$ cat src/rtl/mesi_pkg.sv
package mesi_pkg;
  typedef enum logic [1:0] {ST_I = 2'd0, ST_S = 2'd1, ST_E = 2'd2, ST_M = 2'd3} coh_state_e;
  typedef enum logic [1:0] {BC_RD = 2'd0, BC_RDX = 2'd1, BC_UPGR = 2'd2, BC_WB = 2'd3} bus_cmd_e;
  typedef enum logic [1:0] {OP_READ = 2'd0, OP_WRITE = 2'd1, OP_REPLACE = 2'd2, OP_ALTREAD = 2'd3} cpu_op_e;
endpackage

$ cat src/rtl/mesi_line_store.sv
module mesi_line_store
  import mesi_pkg::*;
#(
  parameter int LINES  = 8,
  parameter int IDX_W  = 3,
  parameter int TAG_W  = 5,
  parameter int DATA_W = 16
) (
  input  logic              clk,
  input  logic              rst_n,
  input  logic [IDX_W-1:0]  a_idx,
  output coh_state_e        a_state,
  output logic [TAG_W-1:0]  a_tag,
  output logic [DATA_W-1:0] a_data,
  input  logic              a_we,
  input  coh_state_e        a_wstate,
  input  logic [TAG_W-1:0]  a_wtag,
  input  logic [DATA_W-1:0] a_wdata,
  input  logic [IDX_W-1:0]  b_idx,
  output coh_state_e        b_state,
  output logic [TAG_W-1:0]  b_tag,
  output logic [DATA_W-1:0] b_data,
  input  logic              b_we,
  input  coh_state_e        b_wstate
);
  coh_state_e        st_all  [LINES];
  logic [TAG_W-1:0]  tag_all [LINES];
  logic [DATA_W-1:0] dat_all [LINES];

  for (genvar g = 0; g < LINES; g++) begin : g_line
    coh_state_e        st_q;
    logic [TAG_W-1:0]  tag_q;
    logic [DATA_W-1:0] dat_q;
    logic              sel_a, sel_b;

    assign sel_a = a_we && (a_idx == IDX_W'(g));
    assign sel_b = b_we && (b_idx == IDX_W'(g));

    // processor port wins when both ports address one line
    always_ff @(posedge clk or negedge rst_n) begin
      if (!rst_n)     st_q <= ST_I;
      else if (sel_a) st_q <= a_wstate;
      else if (sel_b) st_q <= b_wstate;
    end

    always_ff @(posedge clk) begin
      if (sel_a) begin
        tag_q <= a_wtag;
        dat_q <= a_wdata;
      end
    end

    assign st_all[g]  = st_q;
    assign tag_all[g] = tag_q;
    assign dat_all[g] = dat_q;
  end

  assign a_state = st_all[a_idx];
  assign a_tag   = tag_all[a_idx];
  assign a_data  = dat_all[a_idx];
  assign b_state = st_all[b_idx];
  assign b_tag   = tag_all[b_idx];
  assign b_data  = dat_all[b_idx];

  AST_PORT_A_PRIORITY: assert property (@(posedge clk) disable iff (!rst_n)
    (a_we && b_we && a_idx == b_idx) |=> (a_state == $past(a_wstate))) else $error("port priority");
endmodule

$ cat src/rtl/mesi_snoop_unit.sv
module mesi_snoop_unit
  import mesi_pkg::*;
#(
  parameter int TAG_W  = 5,
  parameter int DATA_W = 16
) (
  input  logic              clk,
  input  logic              rst_n,
  input  logic              snp_valid,
  input  logic [1:0]        snp_cmd,
  input  logic [TAG_W-1:0]  snp_tag,
  input  coh_state_e        line_state,
  input  logic [TAG_W-1:0]  line_tag,
  input  logic [DATA_W-1:0] line_data,
  output logic              shared_out,
  output logic              flush_valid,
  output logic [DATA_W-1:0] flush_data,
  output logic              err,
  output logic              upd_en,
  output coh_state_e        upd_state
);
  logic match;
  logic dirty;

  assign match      = snp_valid && (line_state != ST_I) && (line_tag == snp_tag);
  assign dirty      = (line_state == ST_M);
  assign flush_data = line_data;

  always_comb begin
    shared_out  = 1'b0;
    flush_valid = 1'b0;
    err         = 1'b0;
    upd_en      = 1'b0;
    upd_state   = line_state;
    if (match) begin
      case (bus_cmd_e'(snp_cmd))
        BC_RD: begin
          shared_out  = 1'b1;
          flush_valid = dirty;
          upd_en      = 1'b1;
          upd_state   = ST_S;
        end
        BC_RDX: begin
          flush_valid = dirty;
          upd_en      = 1'b1;
          upd_state   = ST_I;
        end
        BC_UPGR: begin
          if (dirty) begin
            err = 1'b1;
          end else begin
            upd_en    = 1'b1;
            upd_state = ST_I;
          end
        end
        default: ;
      endcase
    end
  end

  AST_ERR_ALONE: assert property (@(posedge clk) disable iff (!rst_n)
    err |-> (!flush_valid && !shared_out && !upd_en)) else $error("err with side effects");
  AST_FLUSH_CMD: assert property (@(posedge clk) disable iff (!rst_n)
    flush_valid |-> (snp_cmd == BC_RD || snp_cmd == BC_RDX)) else $error("flush on wrong cmd");
endmodule

$ cat src/rtl/mesi_req_path.sv
module mesi_req_path
  import mesi_pkg::*;
#(
  parameter int ADDR_W = 8,
  parameter int IDX_W  = 3,
  parameter int TAG_W  = 5,
  parameter int DATA_W = 16
) (
  input  logic              clk,
  input  logic              rst_n,
  input  logic              cpu_req_valid,
  output logic              cpu_req_ready,
  input  logic [1:0]        cpu_req_op,
  input  logic [ADDR_W-1:0] cpu_req_addr,
  input  logic [DATA_W-1:0] cpu_req_wdata,
  output logic              cpu_rsp_valid,
  output logic [DATA_W-1:0] cpu_rsp_data,
  output logic              bus_req_valid,
  input  logic              bus_req_ready,
  output logic [1:0]        bus_req_cmd,
  output logic [ADDR_W-1:0] bus_req_addr,
  output logic [DATA_W-1:0] bus_req_wdata,
  input  logic [DATA_W-1:0] bus_rd_data,
  input  logic              bus_shared_in,
  input  logic              snp_collide,
  output logic [IDX_W-1:0]  line_idx,
  input  coh_state_e        line_state,
  input  logic [TAG_W-1:0]  line_tag,
  input  logic [DATA_W-1:0] line_data,
  output logic              st_we,
  output coh_state_e        st_wstate,
  output logic [TAG_W-1:0]  st_wtag,
  output logic [DATA_W-1:0] st_wdata
);
  typedef enum logic [1:0] {PH_IDLE, PH_LOOK, PH_BUS} phase_e;

  phase_e            ph_q, ph_d;
  cpu_op_e           op_q;
  logic [TAG_W-1:0]  tag_q;
  logic [IDX_W-1:0]  idx_q;
  logic [DATA_W-1:0] wdata_q;
  logic              evict_q, evict_d;
  logic              rsp_set;
  logic [DATA_W-1:0] rsp_val;
  logic              hit, is_wr, is_rep;

  assign line_idx      = idx_q;
  assign cpu_req_ready = (ph_q == PH_IDLE);
  assign hit    = (line_state != ST_I) && (line_tag == tag_q);
  assign is_wr  = (op_q == OP_WRITE);
  assign is_rep = (op_q == OP_REPLACE);

  // bus request side: command re-derived every cycle from the live line state
  assign bus_req_valid = (ph_q == PH_BUS);
  assign bus_req_wdata = evict_q ? line_data : '0;
  assign bus_req_addr  = evict_q ? {line_tag, idx_q} : {tag_q, idx_q};
  always_comb begin
    if (evict_q)                         bus_req_cmd = BC_WB;
    else if (!is_wr)                     bus_req_cmd = BC_RD;
    else if (hit && line_state == ST_S)  bus_req_cmd = BC_UPGR;
    else                                 bus_req_cmd = BC_RDX;
  end

  always_comb begin
    ph_d      = ph_q;
    evict_d   = evict_q;
    st_we     = 1'b0;
    st_wstate = line_state;
    st_wtag   = line_tag;
    st_wdata  = line_data;
    rsp_set   = 1'b0;
    rsp_val   = '0;
    case (ph_q)
      PH_IDLE: if (cpu_req_valid) ph_d = PH_LOOK;
      PH_LOOK: if (!snp_collide) begin
        if (is_rep) begin
          if (hit && line_state == ST_M) begin
            ph_d    = PH_BUS;
            evict_d = 1'b1;
          end else begin
            st_we     = hit;
            st_wstate = ST_I;
            rsp_set   = 1'b1;
            ph_d      = PH_IDLE;
          end
        end else if (is_wr && hit && (line_state == ST_M || line_state == ST_E)) begin
          st_we     = 1'b1;
          st_wstate = ST_M;
          st_wdata  = wdata_q;
          rsp_set   = 1'b1;
          rsp_val   = wdata_q;
          ph_d      = PH_IDLE;
        end else if (!is_wr && hit) begin
          rsp_set = 1'b1;
          rsp_val = line_data;
          ph_d    = PH_IDLE;
        end else begin
          ph_d    = PH_BUS;
          evict_d = !hit && (line_state == ST_M);
        end
      end
      PH_BUS: if (bus_req_ready) begin
        st_we = 1'b1;
        if (evict_q) begin
          st_wstate = ST_I;
          evict_d   = 1'b0;
          if (is_rep) begin
            rsp_set = 1'b1;
            ph_d    = PH_IDLE;
          end
        end else begin
          st_wtag = tag_q;
          rsp_set = 1'b1;
          ph_d    = PH_IDLE;
          if (is_wr) begin
            st_wstate = ST_M;
            st_wdata  = wdata_q;
            rsp_val   = wdata_q;
          end else begin
            st_wstate = bus_shared_in ? ST_S : ST_E;
            st_wdata  = bus_rd_data;
            rsp_val   = bus_rd_data;
          end
        end
      end
      default: ph_d = PH_IDLE;
    endcase
  end

  always_ff @(posedge clk or negedge rst_n) begin
    if (!rst_n) begin
      ph_q          <= PH_IDLE;
      evict_q       <= 1'b0;
      cpu_rsp_valid <= 1'b0;
      cpu_rsp_data  <= '0;
      op_q          <= OP_READ;
      tag_q         <= '0;
      idx_q         <= '0;
      wdata_q       <= '0;
    end else begin
      ph_q          <= ph_d;
      evict_q       <= evict_d;
      cpu_rsp_valid <= rsp_set;
      if (rsp_set) cpu_rsp_data <= rsp_val;
      if (ph_q == PH_IDLE && cpu_req_valid) begin
        op_q    <= cpu_op_e'(cpu_req_op);
        tag_q   <= cpu_req_addr[ADDR_W-1:IDX_W];
        idx_q   <= cpu_req_addr[IDX_W-1:0];
        wdata_q <= cpu_req_wdata;
      end
    end
  end

  AST_REQ_HOLD: assert property (@(posedge clk) disable iff (!rst_n)
    (bus_req_valid && !bus_req_ready) |=> bus_req_valid) else $error("request dropped");
  AST_ADDR_HOLD: assert property (@(posedge clk) disable iff (!rst_n)
    (bus_req_valid && !bus_req_ready) |=> $stable(bus_req_addr)) else $error("address moved");
  AST_HIT_QUIET: assert property (@(posedge clk) disable iff (!rst_n)
    (ph_q == PH_LOOK && !snp_collide && hit && !is_wr && !is_rep) |=> (cpu_rsp_valid && !bus_req_valid))
    else $error("read hit used bus");
  AST_RSP_PULSE: assert property (@(posedge clk) disable iff (!rst_n)
    cpu_rsp_valid |=> (!cpu_rsp_valid && cpu_req_ready)) else $error("response not a pulse");
endmodule

$ cat src/rtl/mesi_snoop_ctrl.sv
module mesi_snoop_ctrl
  import mesi_pkg::*;
#(
  parameter int ADDR_W = 8,
  parameter int DATA_W = 16,
  parameter int LINES  = 8
) (
  input  logic              clk,
  input  logic              rst_n,
  input  logic              cpu_req_valid,
  output logic              cpu_req_ready,
  input  logic [1:0]        cpu_req_op,
  input  logic [ADDR_W-1:0] cpu_req_addr,
  input  logic [DATA_W-1:0] cpu_req_wdata,
  output logic              cpu_rsp_valid,
  output logic [DATA_W-1:0] cpu_rsp_data,
  output logic              bus_req_valid,
  input  logic              bus_req_ready,
  output logic [1:0]        bus_req_cmd,
  output logic [ADDR_W-1:0] bus_req_addr,
  output logic [DATA_W-1:0] bus_req_wdata,
  input  logic [DATA_W-1:0] bus_rd_data,
  input  logic              bus_shared_in,
  input  logic              snp_valid,
  input  logic [1:0]        snp_cmd,
  input  logic [ADDR_W-1:0] snp_addr,
  output logic              snp_shared_out,
  output logic              snp_flush_valid,
  output logic [DATA_W-1:0] snp_flush_data,
  output logic              snp_err
);
  localparam int IDX_W = $clog2(LINES);
  localparam int TAG_W = ADDR_W - IDX_W;

  logic [IDX_W-1:0]  pa_idx;
  coh_state_e        pa_state, pa_wstate, pb_state, pb_wstate;
  logic [TAG_W-1:0]  pa_tag, pa_wtag, pb_tag;
  logic [DATA_W-1:0] pa_data, pa_wdata, pb_data;
  logic              pa_we, pb_we;
  logic [IDX_W-1:0]  snp_idx;
  logic [TAG_W-1:0]  snp_tag;
  logic              snp_collide;

  assign snp_idx     = snp_addr[IDX_W-1:0];
  assign snp_tag     = snp_addr[ADDR_W-1:IDX_W];
  assign snp_collide = snp_valid && (snp_idx == pa_idx);

  mesi_line_store #(.LINES(LINES), .IDX_W(IDX_W), .TAG_W(TAG_W), .DATA_W(DATA_W)) u_store (
    .clk(clk), .rst_n(rst_n),
    .a_idx(pa_idx), .a_state(pa_state), .a_tag(pa_tag), .a_data(pa_data),
    .a_we(pa_we), .a_wstate(pa_wstate), .a_wtag(pa_wtag), .a_wdata(pa_wdata),
    .b_idx(snp_idx), .b_state(pb_state), .b_tag(pb_tag), .b_data(pb_data),
    .b_we(pb_we), .b_wstate(pb_wstate)
  );

  mesi_snoop_unit #(.TAG_W(TAG_W), .DATA_W(DATA_W)) u_snoop (
    .clk(clk), .rst_n(rst_n),
    .snp_valid(snp_valid), .snp_cmd(snp_cmd), .snp_tag(snp_tag),
    .line_state(pb_state), .line_tag(pb_tag), .line_data(pb_data),
    .shared_out(snp_shared_out), .flush_valid(snp_flush_valid), .flush_data(snp_flush_data),
    .err(snp_err), .upd_en(pb_we), .upd_state(pb_wstate)
  );

  mesi_req_path #(.ADDR_W(ADDR_W), .IDX_W(IDX_W), .TAG_W(TAG_W), .DATA_W(DATA_W)) u_req (
    .clk(clk), .rst_n(rst_n),
    .cpu_req_valid(cpu_req_valid), .cpu_req_ready(cpu_req_ready), .cpu_req_op(cpu_req_op),
    .cpu_req_addr(cpu_req_addr), .cpu_req_wdata(cpu_req_wdata),
    .cpu_rsp_valid(cpu_rsp_valid), .cpu_rsp_data(cpu_rsp_data),
    .bus_req_valid(bus_req_valid), .bus_req_ready(bus_req_ready), .bus_req_cmd(bus_req_cmd),
    .bus_req_addr(bus_req_addr), .bus_req_wdata(bus_req_wdata),
    .bus_rd_data(bus_rd_data), .bus_shared_in(bus_shared_in),
    .snp_collide(snp_collide),
    .line_idx(pa_idx), .line_state(pa_state), .line_tag(pa_tag), .line_data(pa_data),
    .st_we(pa_we), .st_wstate(pa_wstate), .st_wtag(pa_wtag), .st_wdata(pa_wdata)
  );

  AST_SNOOP_IDLE_QUIET: assert property (@(posedge clk) disable iff (!rst_n)
    !snp_valid |-> (!snp_shared_out && !snp_flush_valid && !snp_err)) else $error("snoop output w/o snoop");
endmodule

$ cat config.mk
export PLATFORM = sky130hd
export DESIGN_NAME = mesi_snoop_ctrl
export DESIGN_NICKNAME = d
export VERILOG_FILES = /design/src/rtl/mesi_pkg.sv /design/src/rtl/mesi_line_store.sv /design/src/rtl/mesi_snoop_unit.sv /design/src/rtl/mesi_req_path.sv /design/src/rtl/mesi_snoop_ctrl.sv
export SDC_FILE = /design/constraint.sdc
export NUM_CORES = 1
export LEC_CHECK = 0
export BUFFER_PORTS_ARGS = -buffer_cell sky130_fd_sc_hd__buf_2
export CELL_PAD_IN_SITES_DETAIL_PLACEMENT = 1
export CELL_PAD_IN_SITES_GLOBAL_PLACEMENT = 1
export CORE_MARGIN = 8
export CORE_UTILIZATION = 44
export DETAILED_ROUTE_END_ITERATION = 10
export PLACE_DENSITY = 0.72
export SLEW_MARGIN = 30
export SYNTH_ARGS = -nofsm -noshare
export SYNTH_HDL_FRONTEND = slang
export SYNTH_SLANG_ARGS = --single-unit
export TNS_END_PERCENT = 1
$ cat constraint.sdc
create_clock -name clk -period 4.06 [get_ports clk]
set_input_delay 0.406 -clock clk [delete_from_list [all_inputs] [get_ports clk]]
set_output_delay 0.406 -clock clk [all_outputs]
set_load 0.01 [all_outputs]
* Word-level counts from Yosys, hierarchy flattened
Cells that the tools add are included.
Cells by class: order comparisons 2, eq/ne operators 34, muxes and demuxes 110, bitwise operators 2, reduce and logical (&&, ||, !) cells 48
Operator list (count):
- 2-to-1 mux 16 bit | 17
- binary-select mux 16 bit (select 3 bit) | 2
- 2-to-1 mux 2 bit | 42
- one-hot mux 16 bit (2 select lines) | 2
- 2-to-1 mux 5 bit | 7
- binary-select mux 5 bit (select 3 bit) | 2
- 2-to-1 mux 1 bit | 28
- logical AND 1 bit | 27
- equality test 3 bit (second input constant) | 8
- nonzero test 2 bit | 11
- binary-select mux 2 bit (select 3 bit) | 2
- equality test 2 bit (second input constant) | 6
- equality test 3 x 2 -> 1 bit (second input constant) | 4
- one-hot mux 2 bit (3 select lines) | 2
- equality test 5 bit | 2
- equality test 2 x 1 -> 1 bit (second input constant) | 4
- >= comparator 4 bit (second input constant) | 2
- 2-to-1 mux 8 bit | 1
- NOT 3 -> 4 bit | 2
- one-hot mux 1 bit (2 select lines) | 4
- equality test 3 x 1 -> 1 bit (second input constant) | 2
- logical NOT 3 bit | 2
- != test 3 x 2 -> 1 bit (second input constant) | 2
- != test 3 bit (second input constant) | 2
- 10 further kinds | 13
Storage, ports and cells: flip-flop bits (word level) 230, bits of input ports 58, logic and storage cells 228

* Depth between registers and ports, before layout
word-level depth 14, gate-level depth with buffers 14

* Hierarchy
From an unflattened synthesis, not the netlist that was laid out.
Unflattened totals: cell total of the unflattened synthesis 781, area, all modules 12254.3 sq um
By module, submodules not included:
- mesi_line_store | times used 1, cells each 424, area an instance 8888.5 sq um, sequential area each 5445.2 sq um
- mesi_req_path | times used 1, cells each 317, area an instance 3057.9 sq um, sequential area each 1151.1 sq um
- mesi_snoop_unit | times used 1, cells each 36, area an instance 272.8 sq um, sequential area each 0.0 sq um
- mesi_snoop_ctrl | times used 1, cells each 4, area an instance 35.0 sq um, sequential area each 0.0 sq um

* Least setup slack after synthesis
OpenSTA, ideal clock, no wires.
kind reg2reg, start register u_req.idx_q[1], in the netlist u_req.line_idx[1], end register u_store.g_line[3].dat_q[0] (enable), arrival 3.768 ns, data required time 3.630 ns, path slack -0.138 ns, stages on the path, launching flop included 10, clock period less this slack 4.198 ns, path through dfrtp_1 > buf_6 > buf_12 > mux2i_1 > a22o_1 > o21a_1 > nor4b_4 > nand4_1 > o31ai_1 > nor3b_1
On the way: longest elaborated chain between the ends 13, elaborated cells between the ends (all ways) 25
RTL lines:
- start, declared | line mesi_req_path.sv:40 | logic [IDX_W-1:0] idx_q;
- start signal, assigned | line mesi_req_path.sv:148 | idx_q <= cpu_req_addr[IDX_W-1:0];
- NOT 3 -> 4 bit (implied by the code) | line mesi_line_store.sv:58, mesi_line_store.sv:59
- binary-select mux 5 bit (select 3 bit) or binary-select mux 2 bit (select 3 bit) (tied branches) | line mesi_line_store.sv:59, mesi_line_store.sv:58
- 2-to-1 mux 5 bit (implied by the code) or 2-to-1 mux 2 bit (tied branches) (2 in series) | line mesi_line_store.sv:59, mesi_line_store.sv:58
- equality test 5 bit or nonzero test 2 bit (tied branches) | line mesi_req_path.sv:49 | assign hit = (line_state != ST_I) && (line_tag == tag_q);
- logical AND 1 bit | line mesi_req_path.sv:49
- logical AND 1 bit (2 in series) | line mesi_req_path.sv:86 | end else if (is_wr && hit && (line_state == ST_M || line_state == ST_E)) begin
- 2-to-1 mux 1 bit | line mesi_req_path.sv:86
- 2-to-1 mux 1 bit | line mesi_req_path.sv:76 | if (is_rep) begin
- 2-to-1 mux 1 bit | line mesi_req_path.sv:75 | PH_LOOK: if (!snp_collide) begin
- one-hot mux 1 bit (2 select lines) | line mesi_req_path.sv:73 | case (ph_q)
- logical AND 1 bit * | line mesi_line_store.sv:36 | assign sel_a = a_we && (a_idx == IDX_W'(g));
- named net u_store.g_line[3].sel_a | line mesi_line_store.sv:34 | logic sel_a, sel_b;
- end signal, assigned | line mesi_line_store.sv:49 | dat_q <= a_wdata;
- end, declared | line mesi_line_store.sv:33 | logic [DATA_W-1:0] dat_q;
The timed path passes the listed nets; every way through them passes the cells marked *. The select of a mux whose other input is x is not followed. A chain may end at the register's enable or synchronous reset.

* Final worst setup path
start register u_req.idx_q[0], in the netlist u_req.line_idx[0], end register u_store.g_line[1].dat_q[1] (enable)
On the way: longest elaborated chain between the ends 13, elaborated cells between the ends (all ways) 25
RTL lines (line):
- NOT 3 -> 4 bit (implied by the code) | mesi_line_store.sv:58, mesi_line_store.sv:59
- binary-select mux 5 bit (select 3 bit) or binary-select mux 2 bit (select 3 bit) (tied branches) | mesi_line_store.sv:59, mesi_line_store.sv:58
- 2-to-1 mux 5 bit (implied by the code) or 2-to-1 mux 2 bit (tied branches) (2 in series) | mesi_line_store.sv:59, mesi_line_store.sv:58
- equality test 5 bit or nonzero test 2 bit (tied branches) | mesi_req_path.sv:49
- logical AND 1 bit | mesi_req_path.sv:49
- logical AND 1 bit (2 in series) | mesi_req_path.sv:86
- 2-to-1 mux 1 bit | mesi_req_path.sv:86
- 2-to-1 mux 1 bit | mesi_req_path.sv:76
- 2-to-1 mux 1 bit | mesi_req_path.sv:75
- one-hot mux 1 bit (2 select lines) | mesi_req_path.sv:73
- logical AND 1 bit * | mesi_line_store.sv:36
- named net u_store.g_line[1].sel_a | mesi_line_store.sv:34
- end signal, assigned | mesi_line_store.sv:49
- end, declared | mesi_line_store.sv:33
Marked as above.

==> flow_summary.yaml <==
run_status:
  outcome: "complete, no violations"
place:
  post_dp_area_sq_mm: 0.0134
  detailed_place_hpwl_um: 25700
  gpl.final_weighted_congestion: 0.837
  dpl_cells: 1404
  io_buffers: 121
setup_path:
  slowest_stage: "sky130_fd_sc_hd__o31ai_1"
  r2r_end: "u_store.g_line[1].dat_q[1]"
  worstSetupEndpoint: "u_store.g_line[1].dat_q[1]"
  worst_path_most_repeated_cell: "sky130_fd_sc_hd__buf_4"
  path_class: "reg2reg"
  critical_path.top_delay_family: "simple AND/OR/NAND/NOR gates"
  startpoint_type: "flip-flop"
  cp.depth: 13
  worstPathBufferInverterCount: 5
  critical_path.reg2reg.startpoint: "u_req.line_idx[0]"
  largest_fanout_of_any_net_on_the_critical_path: 44
  ff2ff_setup_slack_ns: 0.25
  worstSetupEndpointType: "flip-flop"
  worst_setup_path_startpoint: "u_req.line_idx[0]"
  cp_slowest_stage_delay_ns: 0.57
  timing.critical_path.required_ns: 4.28
  critical_path_arrival_ns: 4.04
  path_cells: "buf_16 -> nand2b_1 -> o22ai_1 -> o21ai_0 -> nor4b_4 -> buf_4 -> buf_4 -> nand4_1 -> o31ai_1 -> and2_1 -> nand2_1 -> inv_1 -> buf_4"
  length_in_cells_of_the_worst_reg_to_reg_path: 13
cells_and_area:
  stdcell_area_sq_mm: 0.0143
  num_antenna_cells: 0
  layout-area-overhead-vs-synth_pct: 17.3
  layout_commonest_cell: "sky130_fd_sc_hd__edfxtp_1"
  fillers: 2791
  multi_input_area_sq_mm: 0.00522
  finalNonFillerCells: 1455
  post-route-util_pct: 52.0
  register_area_sq_mm: 0.00660
  finish.net_count: 1118
  layout_common_cells: "sky130_fd_sc_hd__edfxtp_1, sky130_fd_sc_hd__nand2_1, sky130_fd_sc_hd__buf_2"
  layout-drive-gt1-share_pct: 34.2
routing:
  post-route-drc-count: 0
  total_vias_in_the_final_route: 8629
  final_antenna_violating_net_count: 0
  drt_first_pass_iters: 6
  finalWirelength_um: 36800
  wirelength_per_cell_um: 25.3
  vias_per_cell: 5.93
  drtIter0Drc: 932
synth:
  synth.mux.area_fraction_pct: 24.8
  synth_cell_type_count: 66
  synth_seq_area_share_pct: 54.0
  yosys.area_share.simple_pct: 10.0
  postSynthRegisterBits: 230
  dominantRegCellSynth: "sky130_fd_sc_hd__edfxtp_1"
  synth_xor_xnor_area_share_pct: 0.573
  synth.top_cell.area_share_pct: 41.3
  synthCells: 917
  synth_compound_area_share_pct: 6.68
  syn-num-nets: 978
  main_combinational_cell_family_by_area_after_synthesis: "multiplexers"
  share_of_flip_flops_with_an_asynchronous_set_or_reset_pct: 27.0
  yosys.area_share.adder_pct: 0.307
  synth_top_cell_by_area: "sky130_fd_sc_hd__edfxtp_1"
  count_of_yosys_warnings_during_synthesis: 0
  synthesis.area_sq_mm: 0.0122
  synth.top_cells.by_area: "sky130_fd_sc_hd__edfxtp_1, sky130_fd_sc_hd__mux4_2, sky130_fd_sc_hd__dfrtp_1, sky130_fd_sc_hd__mux2_2, sky130_fd_sc_hd__mux2i_1"
  syn-mean-instance-area_sq_um: 13.3
  synth_enable_flop_cells: 168
clocking:
  clock_sink_count: 230
  cts_tree: "done"
  insertion_delay_of_the_later_clocked_pin_in_the_worst_skew_pair_ns: 0.54
  cts.clk_slew.worst_paths_ns: 0.06
  max_buffers_root_to_sink: 3
  cts_made_buffers: 26
  clockRootBuffer: "sky130_fd_sc_hd__clkbuf_16"
  cts-htree-levels: 1
grt:
  global_route_wire_length_before_repair_um: 56500
  grt_start_max_net_pins: 45
  total_congestion_overflow: 0
  number_of_antenna_violations_at_the_first_check_in_global_routing: 0
  grt.total_usage_pct: 22.0
  first_global_vias: 9228
power_and_ir_drop:
  design_power_total_mw: 10.1
  ir_drop_mv: 0.307
  power_density_mw_per_mm2: 706
  total_leakage_power_nw: 5.56
sta:
  finalClockSkew_ns: 0.0188
  post-route-min-period_ns: 3.81
  min_period_over_period_pct: 93.9
  timing_worst_slew_pin_value_ns: 0.971
  timing.slew.headroom_pct: 35.2
  final-setup-viol-count: 0
  final-hold-violation-count: 0
  finalMaxSlewViolations: 0
  fmax_mhz: 262
  setup_tns_ns: 0
  grt_setup_unrepaired: "false"
die:
  die-area_sq_mm: 0.0334
  fp.coreArea_sq_mm: 0.0276
  die_w_um: 183
  ioPinCount: 122
  initial_cell_density_of_the_core_pct: 44.4
  fp-row-count: 61
  die_height_um: 183
job:
  max-cap-violations: 0
hold_path:
  min_from: "cpu_req_wdata[8]"
  hold_path_class: "in2reg"
-- cell type report --
type | instances | area share, %
well taps | 378 | 3.30
clock buffers | 30 | 4.79
repair buffers | 171 | 7.11
multi-input cells | 585 | 36.4
clock inverters | 18 | 1.24
inverters | 43 | 1.13
flip-flops and latches | 230 | 46.1
-- timing repair --
item,CTS,global route
pin swaps,2,1
gates resized for setup,1,4
setup buffers,0,2
hold buffers,1,0
hold endpoints to repair,26,0
setup endpoints to repair,16,137
-- stage by stage --
| step | setup slack, ns | hold WS, ns |
|---|---|---|
| floorplan | 0.361 | 0.110 |
| finish | 0.246 | 0.101 |
| detailed placement | -0.0294 | 0.493 |
| CTS | 0.0576 | 0.0864 |
| global placement | 0.0697 | 0.484 |
| global route | 0.0404 | 0.0929 |
-- routing by layer --
| metal | track usage, % | up-vias | routed length, um |
|---|---|---|---|
| met5 | 0 | - | 0 |
| met4 | 5.58 | 0 | 758 |
| met3 | 3.30 | 63 | 2510 |
| met2 | 35.4 | 329 | 17200 |
| met1 | 30.8 | 4452 | 16300 |
| li1 | - | 3785 | - |
-- flip-flops by register name (all words and copies together) (netlist names), 2 cells and up --
signal,cells
u_store.g_line.st_q,16
u_req.wdata_q,16
u_store.g_line.dat_q,128
u_req.ph_q,2
u_req.cpu_rsp_data,16
u_req.op_q,2
u_store.g_line.tag_q,40
u_req.line_idx,3
u_req.tag_q,5
-- cell usage after synthesis (all sizes together), types with 3 or more instances --
| master | number |
|---|---|
| o2111ai | 3 |
| clkbuf | 31 |
| buf | 28 |
| mux2i | 59 |
| a21oi | 42 |
| o21ai | 19 |
| a2bb2oi | 5 |
| nor3 | 8 |
| nand2 | 148 |
| a222oi | 14 |
| xnor2 | 6 |
| nand2b | 13 |
| dfrtp | 62 |
| and3 | 4 |
| o221ai | 3 |
| ha | 3 |
| edfxtp | 168 |
| o22ai | 10 |
| nor3b | 4 |
| nor4 | 9 |
| mux2 | 62 |
| inv | 43 |
| o31ai | 4 |
| nand3 | 7 |
| a22o | 4 |
| nand4 | 4 |
| nor2 | 21 |
| and2 | 17 |
| mux4 | 77 |
| nor2b | 8 |
-- cell families (layout without fill, tap and decap cells) --
kind of cell	count (synthesis)	after routing
compound gates	121	121
flops	230	230
mux	198	198
simple gates	255	255
xor+xnor	8	8
buf+inv	102	262
fa+ha+maj	3	3
-- worst min path at each step --
stage / end / cells past startpoint
after floorplan: u_req.cpu_rsp_data[0] / 0
after global placement: u_req.tag_q[2] / 1
after detailed placement: u_req.tag_q[2] / 1
after CTS: u_req.wdata_q[9] / 2
after global routing: u_req.wdata_q[12] / 2
final: u_req.wdata_q[8] / 2
-- where the power goes --
part           switching [mW]  internal, mW  leakage [nW]
Combinational            2.54          1.59          2.83
Clock                   0.995          1.40         0.414
Sequential              0.280          3.31          2.32
Total                    3.82          6.31          5.56
Note: power is estimated with default switching activity, not from simulation.
